===== config.mk =====
export PLATFORM = sky130hd
export DESIGN_NAME = spi_eeprom_slave
export DESIGN_NICKNAME = d
export VERILOG_FILES = /design/src/rtl/spi_ee_pkg.sv /design/src/rtl/spi_ee_sync.sv /design/src/rtl/spi_ee_ctrl.sv /design/src/rtl/spi_ee_array.sv /design/src/rtl/spi_eeprom_slave.sv
export SDC_FILE = /design/constraint.sdc
export NUM_CORES = 2
export LEC_CHECK = 0
export CAP_MARGIN = 5
export CORE_MARGIN = 5
export CORE_UTILIZATION = 45
export DETAILED_ROUTE_END_ITERATION = 10
export SYNTH_ARGS = -nofsm -noshare
export SYNTH_HDL_FRONTEND = slang
export SYNTH_HIERARCHICAL = 1
export SYNTH_SLANG_ARGS = --single-unit
export TNS_END_PERCENT = 10

===== constraint.sdc =====
create_clock -name clk -period 3.8 [get_ports clk]
set_input_delay 1.14 -clock clk [delete_from_list [all_inputs] [get_ports clk]]
set_output_delay 1.14 -clock clk [all_outputs]
set_load 0.01 [all_outputs]

===== src/rtl/spi_ee_pkg.sv =====
package spi_ee_pkg;
  localparam logic [7:0] OP_ARM   = 8'h06;
  localparam logic [7:0] OP_STORE = 8'h02;
  localparam logic [7:0] OP_FETCH = 8'h03;

  typedef enum logic [2:0] {
    ST_OPC,
    ST_ADH,
    ST_ADL,
    ST_WDAT,
    ST_RDAT,
    ST_SKIP
  } frame_st_t;
endpackage


===== src/rtl/spi_ee_sync.sv =====
module spi_ee_sync #(
  parameter int STAGES = 2
) (
  input  logic clk,
  input  logic rst_n,
  input  logic cs_n,
  input  logic sck,
  input  logic mosi,
  output logic cs_act,
  output logic cs_fall,
  output logic cs_rise,
  output logic sck_rise,
  output logic sck_fall,
  output logic mosi_s
);
  localparam logic [2:0] IDLE_V = 3'b100;

  logic [2:0] raw;
  logic [2:0] cur;
  logic [2:0] last_q;

  assign raw = {cs_n, sck, mosi};

  for (genvar g = 0; g < STAGES; g++) begin : g_stage
    logic [2:0] q;
    if (g == 0) begin : g_first
      always_ff @(posedge clk or negedge rst_n) begin
        if (!rst_n) q <= IDLE_V;
        else        q <= raw;
      end
    end else begin : g_next
      always_ff @(posedge clk or negedge rst_n) begin
        if (!rst_n) q <= IDLE_V;
        else        q <= g_stage[g-1].q;
      end
    end
  end

  assign cur = g_stage[STAGES-1].q;

  always_ff @(posedge clk or negedge rst_n) begin
    if (!rst_n) last_q <= IDLE_V;
    else        last_q <= cur;
  end

  assign cs_act   = ~cur[2];
  assign cs_fall  = last_q[2] & ~cur[2];
  assign cs_rise  = ~last_q[2] & cur[2];
  assign sck_rise = cur[1] & ~last_q[1] & ~cur[2];
  assign sck_fall = ~cur[1] & last_q[1] & ~cur[2];
  assign mosi_s   = cur[0];
endmodule


===== src/rtl/spi_ee_ctrl.sv =====
module spi_ee_ctrl
  import spi_ee_pkg::*;
#(
  parameter int ADDR_W = 8,
  parameter int PAGE_W = 4
) (
  input  logic              clk,
  input  logic              rst_n,
  input  logic              cs_act,
  input  logic              cs_fall,
  input  logic              cs_rise,
  input  logic              sck_rise,
  input  logic              sck_fall,
  input  logic              mosi_s,
  input  logic              busy,
  input  logic              wr_done,
  input  logic [7:0]        rd_data,
  output logic [ADDR_W-1:0] rd_addr,
  output logic              miso,
  output logic              buf_clr,
  output logic              buf_wr,
  output logic [PAGE_W-1:0] buf_off,
  output logic [7:0]        buf_data,
  output logic              commit,
  output logic [ADDR_W-1:PAGE_W] commit_page,
  output logic              wel
);
  frame_st_t         st_q, st_d;
  logic [2:0]        bit_q, bit_d;
  logic [7:0]        sh_q, sh_d;
  logic [7:0]        ahi_q, ahi_d;
  logic [ADDR_W-1:0] ptr_q, ptr_d;
  logic [PAGE_W-1:0] off_q, off_d;
  logic [7:0]        tx_q, tx_d;
  logic              rdm_q, rdm_d;
  logic              arm_q, arm_d;
  logic              ndat_q, ndat_d;
  logic              load_q, load_d;
  logic              wel_q, wel_d;

  logic [7:0]  rx_byte;
  logic [15:0] full_addr;
  logic        byte_done;

  assign rx_byte   = {sh_q[6:0], mosi_s};
  assign full_addr = {ahi_q, rx_byte};
  assign byte_done = sck_rise && (bit_q == 3'd7);

  always_comb begin
    st_d    = st_q;
    bit_d   = bit_q;
    sh_d    = sh_q;
    ahi_d   = ahi_q;
    ptr_d   = ptr_q;
    off_d   = off_q;
    tx_d    = tx_q;
    rdm_d   = rdm_q;
    arm_d   = arm_q;
    ndat_d  = ndat_q;
    load_d  = 1'b0;
    wel_d   = wel_q;
    buf_clr = 1'b0;
    buf_wr  = 1'b0;
    commit  = 1'b0;

    if (wr_done) wel_d = 1'b0;

    // deferred read-data fetch, one cycle after the pointer settles
    if (load_q) begin
      tx_d  = rd_data;
      ptr_d = ptr_q + 1'b1;
    end

    if (cs_fall) begin
      st_d    = busy ? ST_SKIP : ST_OPC;
      bit_d   = 3'd0;
      arm_d   = 1'b0;
      ndat_d  = 1'b0;
      buf_clr = ~busy;
    end else if (cs_rise) begin
      if (arm_q && !busy) wel_d = 1'b1;
      if (st_q == ST_WDAT && bit_q == 3'd0 && ndat_q && !busy) commit = 1'b1;
      st_d  = ST_SKIP;
      bit_d = 3'd0;
      arm_d = 1'b0;
    end else if (sck_rise) begin
      sh_d  = rx_byte;
      bit_d = bit_q + 3'd1;
      arm_d = 1'b0;
      if (byte_done) begin
        unique case (st_q)
          ST_OPC: begin
            if (rx_byte == OP_ARM) begin
              arm_d = 1'b1;
              st_d  = ST_SKIP;
            end else if (rx_byte == OP_STORE) begin
              rdm_d = 1'b0;
              st_d  = wel_q ? ST_ADH : ST_SKIP;
            end else if (rx_byte == OP_FETCH) begin
              rdm_d = 1'b1;
              st_d  = ST_ADH;
            end else begin
              st_d = ST_SKIP;
            end
          end
          ST_ADH: begin
            ahi_d = rx_byte;
            st_d  = ST_ADL;
          end
          ST_ADL: begin
            ptr_d = full_addr[ADDR_W-1:0];
            off_d = full_addr[PAGE_W-1:0];
            if (rdm_q) begin
              tx_d   = 8'h00;
              load_d = 1'b1;
              st_d   = ST_RDAT;
            end else begin
              st_d = ST_WDAT;
            end
          end
          ST_WDAT: begin
            buf_wr = 1'b1;
            off_d  = off_q + 1'b1;
            ndat_d = 1'b1;
          end
          ST_RDAT: load_d = 1'b1;
          default: ;
        endcase
      end
    end else if (sck_fall) begin
      if (st_q == ST_RDAT && bit_q != 3'd0) tx_d = {tx_q[6:0], 1'b0};
    end
  end

  always_ff @(posedge clk or negedge rst_n) begin
    if (!rst_n) begin
      st_q   <= ST_SKIP;
      bit_q  <= 3'd0;
      sh_q   <= 8'h00;
      ahi_q  <= 8'h00;
      ptr_q  <= '0;
      off_q  <= '0;
      tx_q   <= 8'h00;
      rdm_q  <= 1'b0;
      arm_q  <= 1'b0;
      ndat_q <= 1'b0;
      load_q <= 1'b0;
      wel_q  <= 1'b0;
    end else begin
      st_q   <= st_d;
      bit_q  <= bit_d;
      sh_q   <= sh_d;
      ahi_q  <= ahi_d;
      ptr_q  <= ptr_d;
      off_q  <= off_d;
      tx_q   <= tx_d;
      rdm_q  <= rdm_d;
      arm_q  <= arm_d;
      ndat_q <= ndat_d;
      load_q <= load_d;
      wel_q  <= wel_d;
    end
  end

  assign rd_addr     = ptr_q;
  assign buf_off     = off_q;
  assign buf_data    = rx_byte;
  assign commit_page = ptr_q[ADDR_W-1:PAGE_W];
  assign wel         = wel_q;
  assign miso        = cs_act && (st_q == ST_RDAT) && tx_q[7];
endmodule


===== src/rtl/spi_ee_array.sv =====
module spi_ee_array #(
  parameter int ADDR_W       = 8,
  parameter int PAGE_W       = 4,
  parameter int WRITE_CYCLES = 1500
) (
  input  logic                   clk,
  input  logic                   rst_n,
  input  logic                   buf_clr,
  input  logic                   buf_wr,
  input  logic [PAGE_W-1:0]      buf_off,
  input  logic [7:0]             buf_data,
  input  logic                   commit,
  input  logic [ADDR_W-1:PAGE_W] commit_page,
  input  logic [ADDR_W-1:0]      rd_addr,
  output logic [7:0]             rd_data,
  output logic                   busy,
  output logic                   wr_done
);
  localparam int DEPTH = 1 << ADDR_W;
  localparam int PAGE  = 1 << PAGE_W;
  localparam int TMR_W = $clog2(WRITE_CYCLES + 1);

  logic [7:0]             mem_q [DEPTH];
  logic [7:0]             pbuf_q [PAGE];
  logic [PAGE-1:0]        pval_q;
  logic                   busy_q, busy_d;
  logic [TMR_W-1:0]       tmr_q, tmr_d;
  logic [ADDR_W-1:PAGE_W] page_q, page_d;

  assign wr_done = busy_q && (tmr_q == '0);

  always_comb begin
    busy_d = busy_q;
    tmr_d  = tmr_q;
    page_d = page_q;
    if (busy_q) begin
      if (wr_done) busy_d = 1'b0;
      else         tmr_d  = tmr_q - 1'b1;
    end else if (commit) begin
      busy_d = 1'b1;
      tmr_d  = TMR_W'(WRITE_CYCLES - 1);
      page_d = commit_page;
    end
  end

  always_ff @(posedge clk or negedge rst_n) begin
    if (!rst_n) begin
      busy_q <= 1'b0;
      tmr_q  <= '0;
      page_q <= '0;
    end else begin
      busy_q <= busy_d;
      tmr_q  <= tmr_d;
      page_q <= page_d;
    end
  end

  for (genvar g = 0; g < PAGE; g++) begin : g_slot
    logic hit;
    assign hit = buf_wr && (buf_off == PAGE_W'(g));

    always_ff @(posedge clk) begin
      if (hit) pbuf_q[g] <= buf_data;
    end

    always_ff @(posedge clk or negedge rst_n) begin
      if (!rst_n)       pval_q[g] <= 1'b0;
      else if (buf_clr) pval_q[g] <= 1'b0;
      else if (hit)     pval_q[g] <= 1'b1;
    end
  end

  always_ff @(posedge clk or negedge rst_n) begin
    if (!rst_n) begin
      for (int i = 0; i < DEPTH; i++) mem_q[i] <= 8'h00;
    end else if (wr_done) begin
      for (int j = 0; j < PAGE; j++) begin
        if (pval_q[j]) mem_q[{page_q, PAGE_W'(j)}] <= pbuf_q[j];
      end
    end
  end

  assign rd_data = mem_q[rd_addr];
  assign busy    = busy_q;
endmodule


===== src/rtl/spi_eeprom_slave.sv =====
module spi_eeprom_slave #(
  parameter int ADDR_W       = 8,
  parameter int PAGE_W       = 4,
  parameter int WRITE_CYCLES = 1500,
  parameter int SYNC_STAGES  = 2
) (
  input  logic clk,
  input  logic rst_n,
  input  logic cs_n,
  input  logic sck,
  input  logic mosi,
  output logic miso,
  output logic busy
);
  logic                   cs_act, cs_fall, cs_rise;
  logic                   sck_rise, sck_fall, mosi_s;
  logic                   wr_done, wel;
  logic [7:0]             rd_data, buf_data;
  logic [ADDR_W-1:0]      rd_addr;
  logic                   buf_clr, buf_wr, commit;
  logic [PAGE_W-1:0]      buf_off;
  logic [ADDR_W-1:PAGE_W] commit_page;

  spi_ee_sync #(.STAGES(SYNC_STAGES)) u_sync (
    .clk      (clk),
    .rst_n    (rst_n),
    .cs_n     (cs_n),
    .sck      (sck),
    .mosi     (mosi),
    .cs_act   (cs_act),
    .cs_fall  (cs_fall),
    .cs_rise  (cs_rise),
    .sck_rise (sck_rise),
    .sck_fall (sck_fall),
    .mosi_s   (mosi_s)
  );

  spi_ee_ctrl #(.ADDR_W(ADDR_W), .PAGE_W(PAGE_W)) u_ctrl (
    .clk         (clk),
    .rst_n       (rst_n),
    .cs_act      (cs_act),
    .cs_fall     (cs_fall),
    .cs_rise     (cs_rise),
    .sck_rise    (sck_rise),
    .sck_fall    (sck_fall),
    .mosi_s      (mosi_s),
    .busy        (busy),
    .wr_done     (wr_done),
    .rd_data     (rd_data),
    .rd_addr     (rd_addr),
    .miso        (miso),
    .buf_clr     (buf_clr),
    .buf_wr      (buf_wr),
    .buf_off     (buf_off),
    .buf_data    (buf_data),
    .commit      (commit),
    .commit_page (commit_page),
    .wel         (wel)
  );

  spi_ee_array #(
    .ADDR_W       (ADDR_W),
    .PAGE_W       (PAGE_W),
    .WRITE_CYCLES (WRITE_CYCLES)
  ) u_array (
    .clk         (clk),
    .rst_n       (rst_n),
    .buf_clr     (buf_clr),
    .buf_wr      (buf_wr),
    .buf_off     (buf_off),
    .buf_data    (buf_data),
    .commit      (commit),
    .commit_page (commit_page),
    .rd_addr     (rd_addr),
    .rd_data     (rd_data),
    .busy        (busy),
    .wr_done     (wr_done)
  );
endmodule


==> metrics.md <==
| Metric | Value |
|---|---|
| Status | finished with violations |
| Failing checks | negative setup slack |
| Fin nets | 6688 |
| Synth Flop Type | dfrtp_1 |
| CTS tree | built |
| Htree depth | 4 |
| Root buffer cell | clkbuf_16 |
| LEAKAGE | ~54 nW |
| EDFF count, synth | ~130 |
| IO Pins | 7 |
| FF+latch area | 57100 um^2 |
| Fillers | 18420 |
| Crit path DAT | approximately 4.7 ns |
| First-pass GRT wire length | approximately 500000 um |
| Final hold viol count | 0 |
| Syn Std Cell Area | about 100000 um^2 |
| Overflow after GRT | 0 |
| Minimum hold slack | 0.136 ns |
| WP data required | 4.59 ns |
| Crit start category | flop |
| Compound-cell area share of the yosys netlist | 0.0338 |
| Synth area leader | dfrtp_1 |
| Synth Area in Simple Gates | 0.0283 |
| Post-layout min period | just under 4 ns |
| Row Count | ~170 |
| Starting density of the core | 0.453 |
| Maxcap violations | 0 |
| Hold WC Path Type | input pin to async pin |
| Synth Area per Inst | 15.6 um^2 |
| Global Route Usage Sum | 0.306 |
| Iteration count of the initial detailed-routing pass | 6 |
| Worst slack at placement | -0.0813 ns |
| Synth top area cells | dfrtp_1 53%, mux2_2 22%, mux4_2 9.8% |
| Vias/cell | 6.32 |
| Final Max Slew Viols | 0 |
| 1st-iter DRT viols | 6826 |
| CP Capture Type | flop |
| CTS buffer count | 232 |
| PnR Total Power | 0.0486 W |
| Vias in the first global route | ~64000 |
| Top fanout value on the critical path | 33 |
| Routed len/inst | 36.0 um |
| Final setup fails | 2 |
| Max Clock Skew | 0.0575 ns |
| Final wirelength | 354000 um |
| HPWL Detailed | 236000 um |
| CP max-delay cell | dfrtp_4 |
| Skew-Pair Late Insertion Delay | 0.90 ns |
| Area occupied by multi-input gates | 41000 um^2 |
| Peak Freq | 256 MHz |
| Initial antenna violation count | between 40 and 50 |
| Post-synthesis instance total | 6398 |
| CP Class | flop to flop |
| Die area | approximately 230000 um^2 |
| CORE AREA | 220000 um^2 |
| Register clock-pin slew on the reported worst setup and hold paths | 0.06 ns |
| Synth-to-Final Area Change | 14.2% |
| # DRC | 0 |
| Worst-path cell chain | buf_12 -> buf_12 -> mux2i_1 -> o221ai_1 -> buf_4 -> a21oi_1 -> o32ai_2 -> nor3_1 -> buf_4 -> nor4_1 -> mux2i_1 -> o31ai_1 |
| Multiplexer share of the synthesized area | 0.346 |
| Remaining antenna violation count | 0 |
| Layout cell share with drive strength beyond 1 | 0.483 |
| Synth top cells by count | 2121 x dfrtp_1, 1978 x mux2_2, 433 x mux4_2 |
| Xor-xnor portion of the synthesized cell area | 0.00150 |
| Combinational family with the most area after synthesis | multiplexers |
| Unique masters post-synth | between 70 and 80 |
| Pin count of the biggest net entering global routing | 132 |
| R2R Path Start | u_ctrl/rd_addr[0] |
| # clock sinks | about 2300 |
| Longest Clk Path Bufs | 3 |
| Gpl congestion | 1.02 |
| RSZ-0062 raised after global routing | yes |
| Die width | 480 um |
| Crit-path max cell delay | 0.68 ns |
| Final WS setup | -0.104 ns |
| Yosys top cell area share | 0.533 |
| Syn_nets | 6410 |
| Most common cell in the netlist | dfrtp_1 |
| Power Density | between 400 and 500 nW/um^2 |
| Synth Area in Adders | 0.000880 |
| Die height | roughly 480 um |
| Ys async rst share | 0.943 |
| Port bufs | 6 |
| Peak VDD IR | 477 uV |
| Sequential area share after synthesis | 0.573 |
| Yosys reg bits | 2254 |
| Critical path startpoint | u_ctrl/rd_addr[0] |
| Total number of vias | 62256 |
| Least-Margin Pin Slew | 1.44 ns |
| Ys Warns | 6 |
| Ratio of final minimum period to clock period | 1.03 |
| Slew HR | 0.0425 |
==> area by class of cell <==
cell class | instances | share of cell area
diodes | 6 | 0.000132
clock buffers | 344 | 0.0602
clock inverters | 94 | 0.00888
inverters | 12 | 0.000396
multi-input cells | 3741 | 0.361
flip-flops and latches | 2254 | 0.502
well taps | 2958 | 0.0326
repair buffers | 435 | 0.0351
==> report_power, final <==
group	switching [W]	internal, W
sequential	0.0000207	0.0243
clock	0.00996	0.0133
combinational	0.000824	0.000136
==> layout by cell type (no fill, tap or decap), types with 12 or more instances in the layout <==
master     instances
mux2_2          1978
a22o_1            22
nand2b_1          13
nand2_1          272
a22oi_1          147
buf_4            374
nor2b_1           15
clkbuf_8          55
a21oi_1          119
mux4_2           433
buf_12            55
clkinv_2          58
mux2i_1          153
o221ai_1          37
nor4_1            22
nand2_2           30
nor2_1            92
a211oi_1          15
bufinv_16         12
o21ai_0           28
o22ai_1           44
clkbuf_1          54
nor3_1            34
clkbuf_16        235
dfrtp_1         2116
mux2_1            81
edfxtp_1         128
a221oi_1          27
==> registers in the layout (all words and copies together) (netlist names), 2 cells and up <==
register	cells
u_ctrl/buf_off	4
u_ctrl/tx_q	8
u_ctrl/bit_q	3
u_ctrl/rd_addr	8
u_sync/last_q	2
u_array/mem_q	2048
u_sync/cur	3
u_array/pval_q	16
u_sync/g_stage.q	3
u_ctrl/sh_q	7
u_array/tmr_q	11
u_array/page_q	4
u_ctrl/st_q	3
u_array/pbuf_q	128
==> through the flow <==
stage	instance area, um^2	utilization	TNS [ns]	instances
floorplan	99600	-	0	6398
global placement	106000	0.481	-0.109	9399
detailed placement	106000	0.481	-0.0813	9399
CTS	114000	0.517	0	9838
global route	114000	0.517	-0.0148	9839
finish	114000	0.517	-0.147	9844
==> cell families after synthesis <==
family,count (synthesis)
muxes,2645
DFF,2254
and+or+nand+nor,580
AOI/OAI and AO/OA,492
buffers and inverters,403
xor gates and xnor gates,17
adders and majority gates,7
==> routing by layer <==
layer	global-route usage	up-vias	part of all wire	routed length, um
met2	0.453	2631	0.44	156000
met5	0	-	0.000065	23
met1	0.435	34247	0.42	149000
met4	0.136	4	0.052	18600
met3	0.0687	665	0.085	30100
li1	-	24709	-	-
==> timing repair <==
action	4_1_cts	5_1_grt
hold buffers	0	0
buffers inserted	1	0
endpoints found under the setup margin	2	3
gates cloned	0	0
pin swaps	0	0
resized for setup	3	4
==> final timing paths <==
| path | depth (start not counted) | endpoint | slack [ns] |
|---|---|---|---|
| worst max register to register | 12 | u_ctrl/tx_q[7] | -0.10 |
| min in group clk | 0 | u_sync/cur[1] | 0.35 |
| worst min register to register | 0 | u_sync/cur[1] | 0.35 |
| max in group asynchronous | 3 | u_array/mem_q[1059] | 2.28 |
| worst min-delay path | 1 | u_ctrl/rd_addr[2] | 0.14 |
| worst max-delay path | 12 | u_ctrl/tx_q[7] | -0.10 |
==> worst max-delay path, delay by kind of cell, from the launching register on <==
| kind | cells | cell delay (ns) |
|---|---|---|
| AO/OA/AOI/OAI | 4 | 1.17 |
| buffers and inverters | 4 | 0.92 |
| flip-flops | 1 | 0.68 |
| AND/OR/NAND/NOR | 2 | 0.61 |
| multiplexers | 2 | 0.33 |
(Power assumes the default switching activity.)
